$ cat src/rtl/vga_bridge_pkg.sv
package vga_bridge_pkg;
    typedef enum logic [2:0] {
        RSN_NONE     = 3'd0,
        RSN_VGA_MEM  = 3'd1,
        RSN_VGA_IO   = 3'd2,
        RSN_MEM_WIN  = 3'd3,
        RSN_PF_WIN   = 3'd4,
        RSN_IO_WIN   = 3'd5,
        RSN_UPSTREAM = 3'd6
    } reason_e;

    localparam int unsigned VID_MEM_LO  = 32'h000A_0000;
    localparam int unsigned VID_MEM_HI  = 32'h000B_FFFF;
    localparam int unsigned VID_IO_A_LO = 10'h3B0;
    localparam int unsigned VID_IO_A_HI = 10'h3BB;
    localparam int unsigned VID_IO_B_LO = 10'h3C0;
    localparam int unsigned VID_IO_B_HI = 10'h3DF;
    localparam int unsigned IO_ALIAS_W  = 10;
    localparam int unsigned IO_SPACE_W  = 16;

    typedef struct packed {
        logic   claim;
        reason_e why;
    } verdict_t;
endpackage

$ cat src/rtl/bdg_window.sv
module bdg_window #(
    parameter int AW = 32
) (
    input  logic [AW-1:0] addr,
    input  logic [AW-1:0] base,
    input  logic [AW-1:0] limit,
    output logic          hit
);
    logic live;
    assign live = (base <= limit);
    assign hit  = live && (addr >= base) && (addr <= limit);
endmodule

$ cat src/rtl/bdg_vga_match.sv
module bdg_vga_match
    import vga_bridge_pkg::*;
#(
    parameter int AW = 32
) (
    input  logic [AW-1:0] addr,
    output logic          mem_hit,
    output logic          io_hit
);
    localparam int HI_W = AW - IO_SPACE_W;

    logic [IO_ALIAS_W-1:0] low;
    logic                  upper_zero;

    assign low        = addr[IO_ALIAS_W-1:0];
    assign upper_zero = (addr[AW-1:IO_SPACE_W] == {HI_W{1'b0}});

    assign mem_hit = (addr >= AW'(VID_MEM_LO)) && (addr <= AW'(VID_MEM_HI));
    assign io_hit  = upper_zero &&
                     (((low >= IO_ALIAS_W'(VID_IO_A_LO)) && (low <= IO_ALIAS_W'(VID_IO_A_HI))) ||
                      ((low >= IO_ALIAS_W'(VID_IO_B_LO)) && (low <= IO_ALIAS_W'(VID_IO_B_HI))));
endmodule

$ cat src/rtl/vga_bridge_decode.sv
module vga_bridge_decode
    import vga_bridge_pkg::*;
#(
    parameter int AW = 32
) (
    input  logic          clk,
    input  logic          rst_n,
    input  logic          req_valid,
    input  logic [AW-1:0] req_addr,
    input  logic          req_is_io,
    input  logic          req_from_sec,
    input  logic [AW-1:0] cfg_mem_base,
    input  logic [AW-1:0] cfg_mem_limit,
    input  logic [AW-1:0] cfg_pf_base,
    input  logic [AW-1:0] cfg_pf_limit,
    input  logic [AW-1:0] cfg_io_base,
    input  logic [AW-1:0] cfg_io_limit,
    input  logic          cfg_vga_en,
    input  logic          cfg_isa_en,
    input  logic          cfg_io_en,
    input  logic          cfg_mem_en,
    output logic          claim,
    output logic [2:0]    reason
);
    localparam int NWIN  = 3;
    localparam int W_MEM = 0;
    localparam int W_PF  = 1;
    localparam int W_IO  = 2;

    logic [NWIN-1:0][AW-1:0] win_base;
    logic [NWIN-1:0][AW-1:0] win_limit;
    logic [NWIN-1:0]         win_hit;

    assign win_base  = {cfg_io_base,  cfg_pf_base,  cfg_mem_base};
    assign win_limit = {cfg_io_limit, cfg_pf_limit, cfg_mem_limit};

    for (genvar g = 0; g < NWIN; g++) begin : g_win
        bdg_window #(.AW(AW)) win_i (
            .addr  (req_addr),
            .base  (win_base[g]),
            .limit (win_limit[g]),
            .hit   (win_hit[g])
        );
    end

    logic vid_mem_raw, vid_io_raw;
    bdg_vga_match #(.AW(AW)) vid_i (
        .addr    (req_addr),
        .mem_hit (vid_mem_raw),
        .io_hit  (vid_io_raw)
    );

    logic     vid_mem, vid_io;
    logic     isa_unused;
    verdict_t decide;

    assign vid_mem    = cfg_vga_en && vid_mem_raw;
    assign vid_io     = cfg_vga_en && vid_io_raw;
    assign isa_unused = cfg_isa_en;

    always_comb begin
        decide = '{claim: 1'b0, why: RSN_NONE};
        unique case ({req_from_sec, req_is_io})
            2'b00: begin
                if (cfg_mem_en) begin
                    if (vid_mem)             decide = '{1'b1, RSN_VGA_MEM};
                    else if (win_hit[W_MEM]) decide = '{1'b1, RSN_MEM_WIN};
                    else if (win_hit[W_PF])  decide = '{1'b1, RSN_PF_WIN};
                end
            end
            2'b01: begin
                if (cfg_io_en) begin
                    if (vid_io)              decide = '{1'b1, RSN_VGA_IO};
                    else if (win_hit[W_IO])  decide = '{1'b1, RSN_IO_WIN};
                end
            end
            2'b10: begin
                if (cfg_mem_en && !vid_mem && !win_hit[W_MEM] && !win_hit[W_PF])
                    decide = '{1'b1, RSN_UPSTREAM};
            end
            2'b11: begin
                if (cfg_io_en && !vid_io && !win_hit[W_IO])
                    decide = '{1'b1, RSN_UPSTREAM};
            end
            default: decide = '{1'b0, RSN_NONE};
        endcase
    end

    verdict_t hold;
    always_ff @(posedge clk) begin
        if (!rst_n)          hold <= '{1'b0, RSN_NONE};
        else if (req_valid)  hold <= decide;
        else                 hold <= '{1'b0, RSN_NONE};
    end

    assign claim  = hold.claim;
    assign reason = hold.why;
endmodule

$ cat config.mk
export PLATFORM = sky130hd
export DESIGN_NAME = vga_bridge_decode
export DESIGN_NICKNAME = d
export VERILOG_FILES = /design/src/rtl/vga_bridge_pkg.sv /design/src/rtl/bdg_window.sv /design/src/rtl/bdg_vga_match.sv /design/src/rtl/vga_bridge_decode.sv
export SDC_FILE = /design/constraint.sdc
export NUM_CORES = 1
export LEC_CHECK = 0
export ABC_CLOCK_PERIOD_IN_PS = 3650
export BUFFER_PORTS_ARGS = -buffer_cell sky130_fd_sc_hd__buf_2
export CAP_MARGIN = 10
export CELL_PAD_IN_SITES_DETAIL_PLACEMENT = 1
export CELL_PAD_IN_SITES_GLOBAL_PLACEMENT = 1
export CORE_ASPECT_RATIO = 0.75
export CORE_MARGIN = 8
export CORE_UTILIZATION = 25
export CTS_CLUSTER_SIZE = 10
export DETAILED_ROUTE_END_ITERATION = 10
export HOLD_SLACK_MARGIN = 0.06
export PLACE_DENSITY_LB_ADDON = 0.1
export SLEW_MARGIN = 20
export SYNTH_ARGS = -nofsm -noshare
export SYNTH_HDL_FRONTEND = slang
export SYNTH_SLANG_ARGS = --single-unit
$ cat constraint.sdc
create_clock -name clk -period 3.65 [get_ports clk]
set_input_delay 0.365 -clock clk [delete_from_list [all_inputs] [get_ports clk]]
set_output_delay 0.365 -clock clk [all_outputs]
set_load 0.05 [all_outputs]
[Word-level counts from Yosys, hierarchy flattened]
Index checks and enable logic that the tools add are counted.
Storage, ports and cells
  word-level logic and storage cells: 56
  input bits: 233
  register bits after elaboration: 4
Operators by class
  equal/unequal tests: 3
  order comparisons: 15
  reductions and logical operators: 26
  multiplexer cells: 10
Operators with widths (count)
  32-bit less-or-equal comparator: 6
  32-bit >= comparator: 3
  4-bit two-way mux: 9
  32-bit by 20-bit >= comparator with 1-bit output, second input constant: 1
  32-bit by 20-bit less-or-equal comparator with 1-bit output, second input constant: 1
  10-bit >= comparator, second input constant: 2
  10-bit less-or-equal comparator, second input constant: 2
  1-bit logical AND: 17
  16-bit logical NOT: 1
  4-bit case mux with 4 select lines: 1
  1-bit logical NOT: 5
  2-bit equality test, second input constant: 2
  2-bit by 1-bit equality test with 1-bit output, second input constant: 1
  2-bit logical NOT: 1
  2-bit AND reduction: 1
  1-bit logical OR: 1

[Depth between registers and ports, before layout]
  depth after elaboration: 10
  mapped depth: 11
  depth with buffers taken out: 11

[Modules after synthesis]
From an unflattened synthesis, not the netlist that was laid out.
Unflattened totals
  cell total of the unflattened synthesis: 962
  area, all modules: 7385.8 µm²
Modules (own cells, without submodules)
  bdg_window: times used 3, seq. area each 0.0 µm², cells an instance 307, area each 2353.5 µm²
  vga_bridge_decode: times used 1, seq. area each 80.1 µm², cells an instance 25, area each 214.0 µm²
  bdg_vga_match: times used 1, seq. area each 0.0 µm², cells an instance 16, area each 111.4 µm²

[Worst setup path after synthesis]
OpenSTA, ideal clock, no wires.
  path type: input to register
  start point: input cfg_pf_limit[30]
  end point: register hold, in the netlist claim
  arrival: 2.466 ns
  stages on the path: 10
  required time: 3.523 ns
  path slack: 1.057 ns
  cell sequence: inv_1 ha_1 nand4_2 or4_4 o41ai_1 o22ai_1 a21oi_2 o211ai_2 and3_1 or3_1
On the way
  longest elaborated chain between the ends: 8
  elaborated cells on any way between the ends: 12
  classes of those cells: order compare (2); mux (6); reduce/logical (4)
RTL lines
  from (decl): line vga_bridge_decode.sv:15  | input logic [AW-1:0] cfg_pf_limit,
  32-bit less-or-equal comparator: line bdg_window.sv:10  | assign live = (base <= limit);
  1-bit logical AND: line bdg_window.sv:11  | assign hit = live && (addr >= base) && (addr <= limit);
  1-bit logical AND (*): line bdg_window.sv:11
  4-bit two-way mux: line vga_bridge_decode.sv:68  | else if (win_hit[W_PF]) decide = '{1'b1, RSN_PF_WIN};
  4-bit two-way mux: line vga_bridge_decode.sv:67  | else if (win_hit[W_MEM]) decide = '{1'b1, RSN_MEM_WIN};
  4-bit two-way mux: line vga_bridge_decode.sv:66  | if (vid_mem) decide = '{1'b1, RSN_VGA_MEM};
  4-bit two-way mux: line vga_bridge_decode.sv:65  | if (cfg_mem_en) begin
  4-bit case mux with 4 select lines (*): line vga_bridge_decode.sv:63  | unique case ({req_from_sec, req_is_io})
  to (signal assigned): line vga_bridge_decode.sv:91  | if (!rst_n) hold <= '{1'b0, RSN_NONE};
  to (signal assigned): line vga_bridge_decode.sv:92  | else if (req_valid) hold <= decide;
  to (signal assigned): line vga_bridge_decode.sv:93  | else hold <= '{1'b0, RSN_NONE};
  to (decl): line vga_bridge_decode.sv:89  | verdict_t hold;
Mark *: on every way between the ends. The rest lies on a longest branch, timed or not.
A chain may end at the register's enable or synchronous reset.

[Worst setup path after layout]
  start point: input req_addr[15]
  end point: register hold, in the netlist claim
On the way
  longest elaborated chain between the ends: 9
  elaborated cells on any way between the ends: 34
  classes of those cells: order compare (8); mux (10); reduce/logical (16)
RTL lines
  from (decl): line vga_bridge_decode.sv:9  | input logic [AW-1:0] req_addr,
  parallel branches: the longest is 8 deep, another holds 32-bit >= comparator
  4-bit case mux with 4 select lines (*): line vga_bridge_decode.sv:63
Every way passes the cells marked *.

==> results by group <==
Timing
  • Transition time at the pin with the least slew margin: 0.548 ns
  • Max-Slew Margin vs Limit: 63.2%
  • Number of hold violations in the final report: 0
  • Post-route setup TNS: 0 ns
  • Final min period: 3.10 ns
  • Worst hold-check slack: 0.540 ns
  • Ratio of final minimum period to clock period: 84.9%
  • Final max-slew violation count: 0
  • Unrepaired setup endpoints after global routing: no
  • Top achievable clock speed: 323 MHz
  • Final Setup Violations: 0

Logic synthesis
  • Syn Std Cell Area: 0.00725 sq mm
  • Net count after synthesis: 1,502
  • Distinct cell type count of the synthesized netlist: 51
  • Portion of synthesized cell area occupied by the leading cell type: 49.7%
  • Largest area contributor in the synthesized netlist: sky130_fd_sc_hd__ha_1
  • Flop and latch count out of synthesis: 4
  • Count of flip-flops with a built-in enable after synthesis: 0
  • Largest cells by area after synthesis: sky130_fd_sc_hd__ha_1 50%, sky130_fd_sc_hd__inv_1 10%, sky130_fd_sc_hd__a21oi_1 7.8%
  • Syn Inst Count: 981
  • Portion of the post-synthesis area used by sequential elements: 1.10%
  • Dominant register cell in the synthesized netlist: sky130_fd_sc_hd__dfxtp_1
  • Number of warnings reported in the yosys synthesis log: 0
  • Synth async-reset ratio: 0%
  • Average footprint of a synthesized cell: 7.39 sq um

CTS
  • Clock Sink Count: 4
  • Number of CTS-inserted buffers: 3
  • Post-cts repair resize count: 0
  • Cell at the root of the clock tree: sky130_fd_sc_hd__clkbuf_16
  • Number of buffers inserted by hold repair at cts: 0
  • Post-CTS setup-driven buffer insertion count: 0
  • Clk buf depth: 2
  • Clk slew on worst S/H paths: 0.03 ns
  • TritonCTS clock tree: done
  • Level count of the clock H-tree: 1

Global route
  • Global routing met3 resource utilization: 2.47%
  • Combined global-route utilization of all metal layers: 16.7%
  • Global route overflow: 0
  • First-pass GRT wire length: 45,900 um
  • Pin count of the biggest net entering global routing: 9
  • Number of global-route vias before repair: 8,455
  • Met1 Track Usage GR: 23.0%
  • Antenna violations before repair: 6
  • Busiest layer in global routing: met2
  • Global-route met2 utilization: 28.4%

Cells and area
  • Area of the multi-input gates: 0.00643 sq mm
  • Fillcell total: 3,660
  • Net count reported at finish: 1,747
  • Antenna diode count: 0
  • Flip-flop and latch area: 80.1 sq um
  • Synthesis-to-layout area growth: 24.5%
  • Layout cells sized above 1: 20.8%

Floorplanning
  • Width of the die: 213 um
  • Number of rows in the core area: 54
  • Number of ports placed on the die boundary: 237
  • Die outline area: 0.0348 sq mm
  • Die outline height: 164 um
  • Area of the placeable core: 0.0288 sq mm
  • Starting Density: 25.2%

Setup path
  • Kind of critical path: in2reg
  • CP Max Fanout: 6
  • CP endpoint kind: register
  • Data required, critical path: 3.75 ns
  • Critical path data arrival time: 3.20 ns
  • Category of the worst setup path launch point: primary input

Power
  • Post-layout power: 1.22 mW
  • Ratio of total power to cell area: 135 mW/mm^2
  • P_leak: 5.27 nW
  • Worst ir drop on vdd: 107 uV

Run status
  • Status: complete, no violations

Placement
  • RD Place Congestion: 0.858
  • Number of buffers inserted by port buffering: 235
  • Placed wire-length estimate after detailed placement: 27,900 um

Min path
  • Worst min path class: in2reg

Drt
  • Routed wire length: 29,800 um
  • Number of remaining DRC errors: 0
  • Total via count in the routed design: 7,788
  • Post-DR wirelength/cell: 18.4 um
  • Drt pass-1 iters: 4
  • Detailed Route Iter0 Violations: 202
  • Via-per-instance ratio: 4.82
  • Final antenna-violating net count: 0

Run
  • Max-capacitance violation count: 0
## layer usage
layer	part of all wire, %	up-vias	routed length [um]
li1	-	4068	-
met1	49	3552	14600
met2	45	134	13400
met3	5.2	22	1560
met4	0.43	12	128
met5	0.24	-	70
## stage by stage
stage	instance area (sq um)	instances	setup WS, ns	util, %
after detailed placement	8960	1613	0.326	31.1
final	9030	1616	0.553	31.4
after floorplan	7250	981	1.06	-
after global placement	8960	1613	0.388	31.1
after CTS	9030	1616	0.549	31.4
after global routing	9030	1616	0.340	31.4
## cells in the final DEF, fill, tap and decap left out, drive strengths merged, types with 3 or more instances in the layout
master     n
nand4     50
o22ai      3
o211ai     8
a31oi      5
inv      198
nor3      16
nor4b      3
or3        4
nand3     24
a221oi     4
clkbuf     3
nor4      10
dfxtp      4
nand2b     3
and3       3
o21a       7
nand2     70
and4       7
o21ai     47
nor2      29
a221o      4
a211o      5
a21oi    115
a21o      27
a211oi    10
buf      240
nor2b     10
a2111oi    5
ha       288
a22oi      3
## cells by family (layout without fill, tap and decap cells)
family,Yosys count,after routing,share of synthesized area [%]
muxes,1,1,0.155
adders and majority gates,288,288,49.7
and+or+nand+nor,238,238,17.6
AOI/OAI and AO/OA,252,252,21.2
DFF,4,4,1.10
buffers and inverters,198,441,10.2
## critical path, cell delays in order
cell and delay (ns):
sky130_fd_sc_hd__buf_2 0.17, sky130_fd_sc_hd__ha_1 0.33, sky130_fd_sc_hd__nand4_1 0.16, sky130_fd_sc_hd__or3_1 0.44, sky130_fd_sc_hd__nor3_1 0.38, sky130_fd_sc_hd__a2111oi_0 0.21
sky130_fd_sc_hd__o21ai_1 0.15, sky130_fd_sc_hd__a21oi_1 0.07, sky130_fd_sc_hd__buf_4 0.16, sky130_fd_sc_hd__a21oi_2 0.27, sky130_fd_sc_hd__a2111oi_2 0.11, sky130_fd_sc_hd__or3_1 0.36
## final cells by class
class	instances	area share (%)
Timing Repair Buffer	240	13.4
Multi-Input combinational cell	779	71.2
Sequential cell	4	0.887
Tap cell	392	5.43
Inverter	198	8.23
Clock buffer	3	0.831
## final timing paths
kind                  cells after the start    startpoint                    to
worst max-delay path                     12  req_addr[15]      claim$_SDFF_PN0_
worst min-delay path                      3     req_valid  reason[2]$_SDFF_PN0_
## synthesized netlist by cell type (all sizes together) (3+ instances only)
library cell,instances
a21oi,115
a31oi,5
and3,3
or3,4
dfxtp,4
a21o,27
and4,7
nand3,24
a211o,5
a211oi,10
o21ai,47
o211ai,8
ha,288
inv,198
nand4,50
o22ai,3
nand2,70
nor2b,10
o21a,7
nand2b,3
nor3,16
nor2,29
a221oi,4
a22oi,3
nor4,10
a221o,4
nor4b,3
a2111oi,5
## power by group
part	total (mW)	leakage (nW)	internal [mW]	switching (mW)
clock network	0.174	0.0370	0.140	0.0337
logic	0.997	5.20	0.425	0.571
registers	0.0458	0.0324	0.0456	0.000260
total	1.22	5.27	0.611	0.605
## flip-flops by register name (all words and copies together), names as in the netlist
register and count:
reason 3, claim 1
Power figures use the tool's default switching activity.
